==> src/rtl/tlp_tap.sv <==
module tlp_tap #(
  parameter int CNT_W = 16,
  parameter int POS_W = 12
) (
  input  logic             clk,
  input  logic             rst_n,
  input  logic [63:0]      s_data,
  input  logic             s_valid,
  input  logic             s_sop,
  input  logic             s_eop,
  output logic [63:0]      log_data,
  output logic             log_valid,
  output logic             log_sop,
  output logic             log_eop,
  output logic [1:0]       log_keep,
  output logic [1:0]       log_hdr,
  output logic [1:0]       log_cls,
  output logic [CNT_W-1:0] cnt_mrd,
  output logic [CNT_W-1:0] cnt_mwr,
  output logic [CNT_W-1:0] cnt_cpl,
  output logic [CNT_W-1:0] cnt_oth
);
  localparam int LANES = 2;
  localparam logic [4:0] TY_MEM = 5'b00000;
  localparam logic [4:0] TY_CPL = 5'b01010;
  localparam logic [1:0] C_MRD = 2'd0, C_MWR = 2'd1, C_CPL = 2'd2, C_OTH = 2'd3;

  logic [1:0] fmt_w;
  logic [4:0] typ_w;
  logic [1:0] cls_w;
  logic [POS_W-1:0] hlen_w, plen_w;

  assign fmt_w  = s_data[30:29];
  assign typ_w  = s_data[28:24];
  assign hlen_w = fmt_w[0] ? POS_W'(4) : POS_W'(3);
  assign plen_w = !fmt_w[1] ? '0 :
                  (s_data[9:0] == 10'd0) ? POS_W'(1024) : POS_W'(s_data[9:0]);

  always_comb begin
    if (typ_w == TY_MEM)                         cls_w = fmt_w[1] ? C_MWR : C_MRD;
    else if (typ_w == TY_CPL && fmt_w == 2'b10)  cls_w = C_CPL;
    else                                         cls_w = C_OTH;
  end

  logic             in_pkt_q;
  logic [1:0]       cls_q;
  logic [POS_W-1:0] hlen_q, end_q, pos_q;

  logic             first, active, sel;
  logic [1:0]       cur_cls;
  logic [POS_W-1:0] cur_h, cur_end, cur_pos;
  logic [LANES-1:0] keep_w, hdr_w;

  assign first   = s_valid & s_sop;
  assign active  = s_valid & (s_sop | in_pkt_q);
  assign cur_cls = first ? cls_w : cls_q;
  assign cur_h   = first ? hlen_w : hlen_q;
  assign cur_end = first ? hlen_w + plen_w : end_q;
  assign cur_pos = first ? '0 : pos_q;
  assign sel     = active & (cur_cls != C_OTH);

  for (genvar i = 0; i < LANES; i++) begin : g_lane
    logic [POS_W-1:0] idx;
    assign idx       = cur_pos + POS_W'(i);
    assign keep_w[i] = sel & (idx < cur_end);
    assign hdr_w[i]  = sel & (idx < cur_h);
  end

  always_ff @(posedge clk) begin
    if (!rst_n) begin
      in_pkt_q <= 1'b0;
      cls_q    <= C_OTH;
      hlen_q   <= '0;
      end_q    <= '0;
      pos_q    <= '0;
    end else if (active) begin
      in_pkt_q <= !s_eop;
      pos_q    <= cur_pos + POS_W'(LANES);
      if (first) begin
        cls_q  <= cls_w;
        hlen_q <= hlen_w;
        end_q  <= hlen_w + plen_w;
      end
    end
  end

  always_ff @(posedge clk) begin
    if (!rst_n) begin
      log_data  <= '0;
      log_valid <= 1'b0;
      log_sop   <= 1'b0;
      log_eop   <= 1'b0;
      log_keep  <= '0;
      log_hdr   <= '0;
      log_cls   <= '0;
    end else begin
      log_valid <= sel;
      log_sop   <= sel & s_sop;
      log_eop   <= sel & s_eop;
      log_keep  <= keep_w;
      log_hdr   <= hdr_w;
      if (sel) begin
        log_data <= s_data;
        log_cls  <= cur_cls;
      end
    end
  end

  always_ff @(posedge clk) begin
    if (!rst_n) begin
      cnt_mrd <= '0;
      cnt_mwr <= '0;
      cnt_cpl <= '0;
      cnt_oth <= '0;
    end else if (first) begin
      case (cls_w)
        C_MRD:   cnt_mrd <= cnt_mrd + 1'b1;
        C_MWR:   cnt_mwr <= cnt_mwr + 1'b1;
        C_CPL:   cnt_cpl <= cnt_cpl + 1'b1;
        default: cnt_oth <= cnt_oth + 1'b1;
      endcase
    end
  end
endmodule


==> config.mk <==
export PLATFORM = sky130hd
export DESIGN_NAME = tlp_tap
export DESIGN_NICKNAME = d
export VERILOG_FILES = /design/src/rtl/tlp_tap.sv
export SDC_FILE = /design/constraint.sdc
export NUM_CORES = 1
export LEC_CHECK = 0
export BUFFER_PORTS_ARGS = -buffer_cell sky130_fd_sc_hd__buf_2
export CAP_MARGIN = 0
export CORE_UTILIZATION = 54
export DETAILED_ROUTE_END_ITERATION = 10
export PLACE_DENSITY = 0.87
export SYNTH_ARGS = -nofsm -noshare
export SYNTH_HDL_FRONTEND = slang
export SYNTH_SLANG_ARGS = --single-unit
==> constraint.sdc <==
create_clock -name clk -period 6.3 [get_ports clk]
set_clock_uncertainty 0.2 [all_clocks]
set_input_delay 0.945 -clock clk [delete_from_list [all_inputs] [get_ports clk]]
set_output_delay 0.945 -clock clk [all_outputs]
set_load 0.03 [all_outputs]
* Yosys cells after proc, flatten, opt, wreduce, memory -nomap -nowiden *
Cells that the tools add are included.

storage, ports and cells
  output and inout bits = 137
  input port bits = 69
  bits in registers = 176

operators by class
  bitwise operators = 11
  magnitude comparators = 4
  $add $sub $neg = 7
  muxes and demuxes = 10
  equality and inequality tests = 5
  reduce and logical (&&, ||, !) cells = 10

operators with widths
  cell                     number
  $add A16 B1 Y16 const B  4
  $lt A12 B12 Y1           4
  $mux W12                 3
  $mux W11                 2
  $add A12 B1 Y12 const B  1
  $add A12 B2 Y12 const B  1
  $add A3 B11 Y12          1
  $logic_not A10 Y1        1
  $and A1 B1 Y1            9
  $reduce_and A2 Y1        4
  $eq A5 B4 Y1 const B     1
  $logic_not A5 Y1         1
  $eq A2 B2 Y1 const B     2
  $mux W2                  2
  $mux W3                  1
  $reduce_or A3 Y1         1
  $eq A2 B1 Y1 const B     1
  $logic_not A2 Y1         1
  $mux W1                  2
  $ne A2 B2 Y1 const B     1
  $logic_and A1 B1 Y1      1
  $logic_not A1 Y1         1
  $not A1 Y1               1
  $or A1 B1 Y1             1

* Longest topological paths before layout *
Gate-level depths: netlist of run 1.

  depth in word-level cells = 8
  gate-level depth with buffers = 17
  depth with buffers taken out = 14

* Worst setup path before layout of run 1 *
OpenSTA, ideal clock, no wires.

  kind = input-to-reg
  from = input port s_valid
  to = register log_keep[1]
  arrival = 4.654 ns
  path buffers = 3
  cell stages on the path = 16
  path slack = 1.321 ns
  cell sequence = nand2_1 > clkbuf_1 > buf_1 > clkbuf_1 > and2_1 > ha_1 > inv_1 > nor3_1 > nand4_1 > xor2_1 > nor2_1 > ha_1 > nand4_1 > or4b_2 > a221oi_1 > nor4_1

on the way
  cells in the longest elaborated chain, start to end = 5

RTL lines
  element                                                 line    RTL
  start: declaration                                      8       input logic s_valid,
  $and A1 B1 Y1                                           54      assign first = s_valid & s_sop;
  $mux W12 / $mux W2 (equally long branches)              --
  $add A12 B1 Y12 / $ne A2 B2 Y1 (equally long branches)  64, 60
  $lt A12 B12 Y1 / $and A1 B1 Y1 (equally long branches)  65, 60
  $and A1 B1 Y1 (*)                                       65      assign keep_w[i] = sel & (idx < cur_end);
  end signal: assignment                                  100     log_keep <= keep_w;
  end: declaration                                        15      output logic [1:0] log_keep,

Mark *: on every way between the ends. The rest lies on a longest branch, timed or not.
A chain may end at the register's enable or synchronous reset.

* Final worst setup path of run 1 *
  from = input port s_sop
  to = register log_keep[1]

on the way
  cells in the longest elaborated chain, start to end = 5

RTL lines
  element                                                 line    RTL
  start: declaration                                      9       input logic s_sop,
  $and A1 B1 Y1                                           54
  $mux W12 / $mux W2 (equally long branches)              --
  $add A12 B1 Y12 / $ne A2 B2 Y1 (equally long branches)  64, 60
  $lt A12 B12 Y1 / $and A1 B1 Y1 (equally long branches)  65, 60
  $and A1 B1 Y1 (*)                                       65

Marks and branches as above.

==> metrics.txt, run 1 <==
power density cells=227 mW/mm2; area delta synth->final=20.2%; reg-to-reg startpoint=pos_q[1]$_SDFFE_PN0P_; remaining antenna violation count after routing=0; Post-CTS Hold Fix Bufs=0; count of unresolved DRC violations after routing=0; CTS H-tree depth=4; Sw Pwr=560 uW; async set-reset flop share out of synthesis=0%; worst reg2reg path depth=13; Post-Synthesis Mean Instance Area=between 8 and 9 um2; core outline area=0.0154 mm2; run status=finished, final reports clean; clk_lat worst skew=0.42 ns; die boundary height=~130 um; post-CTS setup buffers=0; most numerous cell types in the synthesized netlist=nand2_1 (198), dfxtp_1 (176), a21boi_0 (69); post-synthesis register bit count=176; via/cell ratio=5.47; maximum vdd drop=0.188 mV; # placed instances=between 1000 and 1500; RSZ-0062 raised after global routing=no; filler cell count=1232; Tot GR Track Use=26.2%; launching element type of the critical path=primary input; Port-buffer cells=~210; Post-Syn Area=0.00857 mm2; master cell of the clock root buffer=clkbuf_16; final core utilization=67.1%; Max Cap Violations=0; Num CTS Buffers=17; Total Die Area=0.0164 mm2; Resized cells post-CTS=0; sequential cell area in the final layout=0.00352 mm2; end of the worst hold path=log_data[40]$_SDFFE_PN0P_; sum of routed wire length over all layers=21300 um; part of the total power dissipated in sequential elements=48.3%; relative slew slack=41.8%; count of flip-flops with a built-in enable after synthesis=0; Final Hold Fails=0; Top FF cell, synth=dfxtp_1; Worst Hold Path Cells=2; Reg clk slew, reported paths=~0.07 ns; leakage dissipation=0.00472 uW; total number of nets in the final design=approximately 1300; Pint=1780 uW; initial antenna violation count=0; top achievable clock speed=233 MHz; Sw Share=24.0%; initial detailed-routing violation count=459; synth warn=0; diodes inserted=0; share of the clock period used by the worst path=68.2%; HP Start=log_data[40]$_SDFFE_PN0P_; Critical Setup Path Class=in -> reg; top post-synthesis cells by area=dfxtp_1 (41%), nand2_1 (8.7%), ha_1 (6.9%); synthesized net count=around 1100; combinational fraction of design power=under 10%; area of the multi-input gates=0.00480 mm2; cell with the most instances after synthesis=nand2_1; number of top-level pins=206; number of standard cells in the final layout excluding fillers=1391; Worst Tran Pin Value=slightly below 0.9 ns; number of distinct standard cells referenced by the synthesized netlist=54; Clock Path Buffers=2; Total Negative Setup Slacks=0 ns; Arrival @ worst endpoint=4.41 ns; clock network fraction of design power=between 40 and 50%; RePlAce Congestion=0.934; total count of max-transition violations in the final report=0; total number of vias=about 7600; cell taking the most area after synthesis=dfxtp_1; proportion of synthesized chip area in sequential cells=41.1%; Post-Synthesis Cells=989; proportion of layout cells with a drive suffix above 1=21.8%; first-pass iteration count of the detailed router=5; Critical Path Sink Type=flip-flop; maximum number of pins on one net before global-route repair=110; x dimension of the die=128 um; Crit Path Max Fanout=15; effective utilization at floorplan=55.8%; internal reg-to-reg setup slack=2.50 ns; required time reported for the critical path endpoint=6.41 ns; site row count=45; clock tree from TritonCTS=yes; final critical path time including I/O delays and setup=4.30 ns; FF-to-FF End=log_keep[1]$_SDFF_PN0_; HPWL after detailed placement=15100 um; number of global-route vias before repair=~7100; share of the synthesized area in the top cell type=roughly two fifths; classification of the worst-slack hold path=reg -> reg; overflow left after global routing=0; worst hold margin=0.261 ns; total clock sinks=roughly 180; Wirelength per Cell=between 15 and 20 um; global-route wire length before repair=34300 um; final setup violation count=0
==> layout make-up <==
type	count	area share (%)
Inverter	18	0.655
Tap cell	211	2.56
Multi-Input combinational cell	744	46.6
Clock inverter	15	1.55
Timing Repair Buffer	210	10.3
Sequential cell	176	34.2
Clock buffer	17	4.13
==> cell families (layout without fill, tap and decap cells) <==
kind of cell,after synthesis,in the layout,share of synthesized area (%)
AO/OA/AOI/OAI,172,172,14.0
XOR/XNOR,75,75,7.66
adder cells (fa/ha/maj),48,48,7.09
buffers and inverters,69,260,3.12
flip-flops,176,176,41.1
multiplexers,6,6,0.700
AND/OR/NAND/NOR,443,443,26.3
==> worst max-delay path by stage <==
stage                       start                      to  slack [ns]
final                       s_sop  log_keep[1]$_SDFF_PN0_        2.00
after global routing        s_sop  log_keep[1]$_SDFF_PN0_        1.69
after CTS                   s_sop  log_keep[1]$_SDFF_PN0_        2.08
after detailed placement    s_sop  log_keep[1]$_SDFF_PN0_        1.63
after global placement      s_sop  log_keep[1]$_SDFF_PN0_        1.80
after floorplan           s_valid  log_keep[1]$_SDFF_PN0_        1.32
==> power groups by stage <==
stage | Sequential (uW) | Combinational (uW) | Clock (uW)
finish | 1130 | 162 | 1050
global route | 1130 | 176 | 1120
CTS | 1130 | 161 | 1070
detailed placement | 1150 | 158 | 0
global placement | 1150 | 155 | 0
floorplan | 1160 | 94.4 | 0
==> worst max-delay path, stage by stage <==
cell,delay [ns]
buf_2,0.19
and2_0,0.18
nor2_1,0.26
ha_1,0.33
inv_1,0.06
nor3_1,0.53
nand4_1,0.20
xor2_1,0.17
nor2_1,0.08
ha_1,0.33
nand4_1,0.15
or4b_2,0.63
a221oi_1,0.25
nor4_1,0.08
==> flip-flops by register name, indices dropped and copies added (netlist names), 12 cells and up <==
register,cells
log_data,64
hlen_q,12
cnt_mwr,16
cnt_mrd,16
pos_q,12
end_q,12
cnt_cpl,16
cnt_oth,16
==> layer usage <==
layer | global-route usage [%] | up-vias | part of all wire [%]
met5 | 0 | - | 0
met4 | 10.1 | 0 | 2.4
met3 | 7.26 | 43 | 7.4
met2 | 42.7 | 305 | 47
met1 | 33.0 | 3530 | 43
li1 | - | 3727 | -
==> placed cells by master (no fill, tap or decap), types with 5 or more instances in the layout <==
cell,synthesis,layout
xnor2_1,38,38
ha_1,47,47
clkbuf_16,0,17
nor2_1,28,28
nor3b_1,5,5
buf_2,1,204
nor4_1,5,5
nand3_1,24,24
and2_1,66,66
o21ai_0,20,20
a21o_1,11,11
mux2i_1,6,6
and4_1,7,7
xor2_1,37,37
inv_1,18,18
or3_1,8,8
dfxtp_1,176,176
and3_1,29,29
nand2_1,198,197
a21oi_1,26,26
nor2b_1,26,26
nor3_1,13,13
o211ai_1,7,7
clkinv_2,0,5
a21boi_0,69,69
o21a_1,7,7
buf_4,0,6
nand4_1,19,19
==> per-stage QoR <==
step | total power [uW] | setup slack, ns | cell area [um2]
finish | 2340 | 2.00 | 10300
global route | 2420 | 1.69 | 10300
CTS | 2360 | 2.08 | 10300
detailed placement | 1310 | 1.63 | 9720
global placement | 1310 | 1.80 | 9720
floorplan | 1260 | 1.32 | 8570
No activity file was read; power rests on OpenSTA's default activity.
==> run 2: changes to the inputs <==
CORE_UTILIZATION = 49   (was 54)
PLACE_DENSITY = 0.84   (was 0.87)
clock period = 3.6 ns   (was 6.3 ns; I/O delays follow)
==> run 2 against run 1 <==
Net effect: sequential power up 74%; core utilization down 5.5 points; worst setup slack worse by 1.8 ns; highest routed layer unchanged; non-clock buffer count up 22; largest power group unchanged; critical path depth up 1; flip-flop and latch count unchanged; final area up 2.7%; clock power up 78%; via count down 0.43%; sequential share of layout area down 0.89 points; combinational power up 95%.
==> metrics.txt, run 2 (same netlist as run 1, synthesis figures left out) <==
run status=finished, final reports clean; effective utilization at floorplan=49.9% (-5.9 points); initial antenna violation count=0 (unchanged); number of standard cells in the final layout excluding fillers=1426 (+2.5%); CTS H-tree depth=4 (unchanged); Worst Hold Path Cells=3 (+1); via/cell ratio=5.31 (-2.9%); reg-to-reg startpoint=pos_q[0]$_SDFFE_PN0P_; Worst Tran Pin Value=0.676 ns (-0.196 ns); initial detailed-routing violation count=371 (-19%); Resized cells post-CTS=0 (unchanged); die boundary height=134 um (+4.9%); placement-stage worst setup slack=-0.164 ns (-1.80 ns); overall power consumption=4160 uW (+78%); HP Start=s_data[33]; most frequent cells in the layout=buf_2 (204), nand2_1 (197), dfxtp_1 (176); final setup violation count=0 (unchanged); clk_lat worst skew=0.43 ns (about the same); most frequent standard cell in the layout excluding fill and tap cells=buf_2; RSZ-0062 raised after global routing=no; relative slew slack=54.5% (+13 points); met3 track utilization from global routing=6.50% (-0.76 points); total number of vias=7572 (-0.43%); diodes inserted=0 (unchanged); total clock sinks=176 (unchanged); Pint=3160 uW (+78%); number of top-level pins=206 (unchanged); global-route wire length before repair=34900 um (+1.8%); Max Cap Violations=0 (unchanged); FF-to-FF End=log_keep[1]$_SDFF_PN0_; Reg clk slew, reported paths=0.07 ns (about the same); Clock Path Buffers=2 (unchanged); # placed instances=1395 (+2.6%); combinational fraction of design power=7.6% (+0.7 points); top achievable clock speed=293 MHz; Final Hold Fails=0 (unchanged); power density cells=393 mW/mm2 (+73%); sum of routed wire length over all layers=21800 um (+2.3%); leakage dissipation=0.00485 uW (+2.8%); flip-flop count of the largest register after layout=64 (unchanged); final critical path time including I/O delays and setup=3.41 ns; Num CTS Buffers=17 (unchanged); Arrival @ worst endpoint=3.53 ns (-0.88 ns); x dimension of the die=134 um (+4.9%); proportion of layout cells with a drive suffix above 1=23.7% (+2.0 points); classification of the worst-slack hold path=in -> reg; Sw Share=24.1% (+0.14 points); required time reported for the critical path endpoint=3.72 ns (-2.69 ns); area delta synth->final=23.4%; filler cell count=1450 (+18%); Sw Pwr=1000 uW (+79%); fraction of met2 tracks used by global routing=40.9% (-1.8 points); Wirelength per Cell=15.3 um (-0.22%); RePlAce Congestion=0.909 (-2.6%); final worst setup slack=0.186 ns (-1.82 ns); site row count=48 (+6.7%); final core utilization=61.6% (-5.5 points); clock network fraction of design power=44.9% (about the same); overflow left after global routing=0 (unchanged); Critical Path Sink Type=flip-flop; remaining antenna violation count after routing=0 (unchanged); worst reg2reg path depth=11 (-2); part of the total power dissipated in sequential elements=47.5% (-0.8 points); internal reg-to-reg setup slack=0.33 ns (-2.17 ns); Total Die Area=0.0180 mm2 (+10%); most congested layer reported by global routing=met2; Tot GR Track Use=24.3% (-2.0 points); first-pass iteration count of the detailed router=5 (unchanged); end of the worst hold path=log_data[33]$_SDFFE_PN0P_; post-CTS setup buffers=0 (unchanged); Critical Setup Path Class=in -> reg; met1 track utilization from global routing=29.1% (-3.9 points); HPWL after detailed placement=15600 um (+3.6%); number of global-route vias before repair=7310 (+3.2%); Crit Path Max Fanout=3 (-12); share of the clock period used by the worst path=94.8%; total count of max-transition violations in the final report=0 (unchanged); clock tree from TritonCTS=yes; total number of nets in the final design=1306 (+1.7%); maximum number of pins on one net before global-route repair=172 (+56%); master cell of the clock root buffer=clkbuf_16; count of unresolved DRC violations after routing=0 (unchanged); launching element type of the critical path=primary input; core outline area=0.0172 mm2 (+12%); Port-buffer cells=205 (unchanged); maximum vdd drop=0.365 mV (+94%); Reg with most FFs=log_data; Post-CTS Hold Fix Bufs=0 (unchanged)
==> run 2: worst max-delay path, cell delays in order <==
cell      delay [ns]
buf_2           0.11
and2_1          0.16
ha_1            0.22
fa_2            0.36
a21o_1          0.21
nand2_1         0.08
xor2_1          0.06
nor2_1          0.12
a21oi_1         0.08
ha_1            0.23
a211o_1         0.23
o32a_1          0.36
a221oi_1        0.36
a221oi_2        0.11
nor4_1          0.28
==> run 2: worst max path at each step <==
stage	to	from	slack, ns	cells after the start
finish	log_keep[1]$_SDFF_PN0_	s_data[30]	0.19	15
floorplan	log_keep[1]$_SDFF_PN0_	s_valid	0.02	16
detailed placement	log_keep[0]$_SDFF_PN0_	s_data[30]	-0.16	15
CTS	log_keep[1]$_SDFF_PN0_	s_data[30]	0.23	15
global placement	log_keep[1]$_SDFF_PN0_	s_data[30]	-0.03	14
global route	log_keep[1]$_SDFF_PN0_	s_data[30]	0.03	16
==> run 2: area by class of cell <==
class                   instances  area, um2  share of cell area, %
clock buffers                  19        443                   4.19
clock inverters                12        150                   1.42
inverters                      18       67.6                  0.639
multi-input cells             744       4860                   45.9
flip-flops and latches        176       3520                   33.3
well taps                     225        282                   2.66
repair buffers                232       1260                   11.9
==> run 2: metal layers <==
layer	share of wire, %	vias to the layer above
met5	0	-
met4	2.1	0
met3	7.8	33
met2	47	279
met1	43	3498
li1	-	3762
==> run 2: power groups by stage <==
stage / clock network, uW / registers, uW / logic, uW
floorplan: 0 / 2030 / 177
global placement: 0 / 2020 / 304
detailed placement: 0 / 2020 / 311
CTS: 1900 / 1970 / 315
global route: 1980 / 1980 / 345
finish: 1870 / 1970 / 316
==> run 2: per-stage QoR <==
| stage | TNS [ns] | hold WS [ns] | cell area [um2] |
|---|---|---|---|
| final | 0 | 0.154 | 10600 |
| after global routing | 0 | 0.140 | 10600 |
| after CTS | 0 | 0.134 | 10600 |
| after detailed placement | -0.320 | 0.252 | 9990 |
| after global placement | -0.0272 | 0.245 | 9990 |
| after floorplan | 0 | 0.252 | 8680 |
==> run 3: changes to the inputs <==
CORE_UTILIZATION = 35   (was 49)
PLACE_DENSITY = 0.65   (was 0.84)
==> run 3 against run 2 <==
Net effect: routed wire length is 3.9% higher; core utilization is 16 points lower; worst setup slack better by 0.082 ns; final cell count is 7.2% higher; non-clock buffer count is 9 higher; register-to-register slack better by 0.07 ns; highest routed layer is now met5; clock-buffer cell count is 2 lower; critical path depth stayed put; worst hold slack worse by 0.016 ns; combinational power is 2% higher.
==> metrics.txt, run 3 (same netlist as run 1, synthesis figures left out) <==
effective utilization at floorplan=36.1% (-14 points); relative slew slack=53.1% (-1.4 points); sum of routed wire length over all layers=22600 um (+3.9%); x dimension of the die=159 um (+18%); total clock sinks=176 (unchanged); RePlAce Congestion=0.844 (-7.1%); required time reported for the critical path endpoint=3.70 ns (-0.02 ns); number of global-route vias before repair=7123 (-2.6%); final setup violation count=0 (unchanged); clk_lat worst skew=0.43 ns (about the same); clock tree from TritonCTS=yes; overflow left after global routing=0 (unchanged); total count of max-transition violations in the final report=0 (unchanged); # placed instances=1498 (+7.4%); end of the worst hold path=log_data[21]$_SDFFE_PN0P_; core outline area=0.0238 mm2 (+38%); Clock Path Buffers=2 (unchanged); RSZ-0062 raised after global routing=no; total number of nets in the final design=1315 (+0.69%); count of buffer and inverter cells on the critical path=2 (+1); remaining antenna violation count after routing=0 (unchanged); classification of the worst-slack hold path=in -> reg; share of the clock period used by the worst path=92.6% (-2.3 points); critical path cell sequence=buf_2 -> and2_1 -> ha_1 -> buf_4 -> a21o_1 -> a21oi_1 -> nor3b_1 -> xor2_1 -> nand2_1 -> o21ai_0 -> ha_1 -> nand4_1 -> or4b_4 -> a221oi_2 -> nor4_1; HPWL after detailed placement=16300 um (+4.3%); launching element type of the critical path=primary input; Tot GR Track Use=18.3% (-6.0 points); Reg with most FFs=log_data; filler cell count=2331 (+61%); most frequent cells in the layout=buf_2 (204), nand2_1 (197), dfxtp_1 (176); flip-flop count of the largest register after layout=64 (unchanged); Final Hold Fails=0 (unchanged); Wirelength per Cell=14.8 um (-3.1%); diodes inserted=0 (unchanged); worst reg2reg path depth=11 (unchanged); global-route wire length before repair=36100 um (+3.5%); Crit Path Max Fanout=4 (+1); Worst Tran Pin Value=0.704 ns (+0.0277 ns); Reg clk slew, reported paths=0.08 ns (about the same); reg-to-reg startpoint=pos_q[0]$_SDFFE_PN0P_; number of standard cells in the final layout excluding fillers=1529 (+7.2%); Critical Setup Path Class=in -> reg; proportion of layout cells with a drive suffix above 1=24.4% (+0.65 points); maximum single-stage delay on the critical path=0.51 ns (+0.15 ns); maximum vdd drop=0.245 mV (-33%); initial detailed-routing violation count=479 (+29%); Max Cap Violations=0 (unchanged); most frequent standard cell in the layout excluding fill and tap cells=buf_2; HP Start=s_data[21]; Worst Hold Path Cells=3 (unchanged); first-pass iteration count of the detailed router=5 (unchanged); final critical path time including I/O delays and setup=3.33 ns (-0.0820 ns); initial antenna violation count=2 (+2); leakage dissipation=0.00488 uW (+0.71%); FF-to-FF End=log_keep[1]$_SDFF_PN0_; Post-CTS Hold Fix Bufs=0 (unchanged); Port-buffer cells=205 (unchanged); kind of cell adding the most delay to the critical path=simple AND/OR/NAND/NOR gates; via/cell ratio=4.83 (-9.0%); top achievable clock speed=300 MHz (+2.5%); Total Die Area=0.0251 mm2 (+39%); Resized cells post-CTS=0 (unchanged); final core utilization=45.2% (-16 points); Crit-path slowest cell=or4b_4; run status=finished, final reports clean; site row count=56 (+17%); Critical Path Sink Type=flip-flop; area delta synth->final=25.3%; number of top-level pins=206 (unchanged); total number of vias=7386 (-2.5%); post-CTS setup buffers=0 (unchanged); cell type with the highest occurrence count on the critical path=ha_1; count of unresolved DRC violations after routing=0 (unchanged); Arrival @ worst endpoint=3.43 ns (-0.10 ns); maximum number of pins on one net before global-route repair=172 (unchanged); CTS H-tree depth=4 (unchanged); internal reg-to-reg setup slack=0.40 ns (+0.07 ns); master cell of the clock root buffer=clkbuf_16; Num CTS Buffers=17 (unchanged); worst hold margin=0.138 ns (-0.0160 ns); power density cells=381 mW/mm2 (-3.1%); die boundary height=159 um (+18%)
-- run 3: layout make-up --
type | instances | area (um2) | area share, %
Timing Repair Buffer | 241 | 1320 | 12.3
Tap cell | 319 | 399 | 3.71
Sequential cell | 176 | 3520 | 32.8
Inverter | 18 | 67.6 | 0.629
Clock buffer | 17 | 425 | 3.96
Multi-Input combinational cell | 744 | 4860 | 45.2
Clock inverter | 14 | 149 | 1.39
-- run 3: metrics by stage --
| stage | setup TNS [ns] | setup WS, ns | instance area (um2) | total power (uW) |
|---|---|---|---|---|
| floorplan | 0 | 0.0168 | 8680 | 2210 |
| global placement | -0.0839 | -0.0740 | 10200 | 2340 |
| detailed placement | -0.315 | -0.189 | 10200 | 2340 |
| CTS | 0 | 0.254 | 10700 | 4150 |
| global route | 0 | 0.0626 | 10700 | 4260 |
| finish | 0 | 0.268 | 10700 | 4090 |
-- run 3: tightest hold or removal path: stages --
cell and delay [ns]:
buf_2 0.09, nand2_1 0.04, a21boi_0 0.06
-- run 3: worst max path at each step --
stage                     from                endpoint  slack, ns  cells past startpoint
global placement    s_data[30]  log_keep[1]$_SDFF_PN0_      -0.07                     15
floorplan              s_valid  log_keep[1]$_SDFF_PN0_       0.02                     16
detailed placement  s_data[30]  log_keep[0]$_SDFF_PN0_      -0.19                     16
global route        s_data[30]  log_keep[0]$_SDFF_PN0_       0.06                     16
finish              s_data[30]  log_keep[1]$_SDFF_PN0_       0.27                     15
CTS                 s_data[30]  log_keep[0]$_SDFF_PN0_       0.25                     16
-- run 3: power by group --
group	switching [uW]	internal [uW]
Combinational	181	141
Clock	883	917
Sequential	10.2	1960
-- run 3: metal layers --
layer  global-route usage [%]  routed length (um)
met1                     23.5               10800
met5                        0                  11
met3                     5.09                1500
met4                     6.32                 297
met2                     29.3                9980
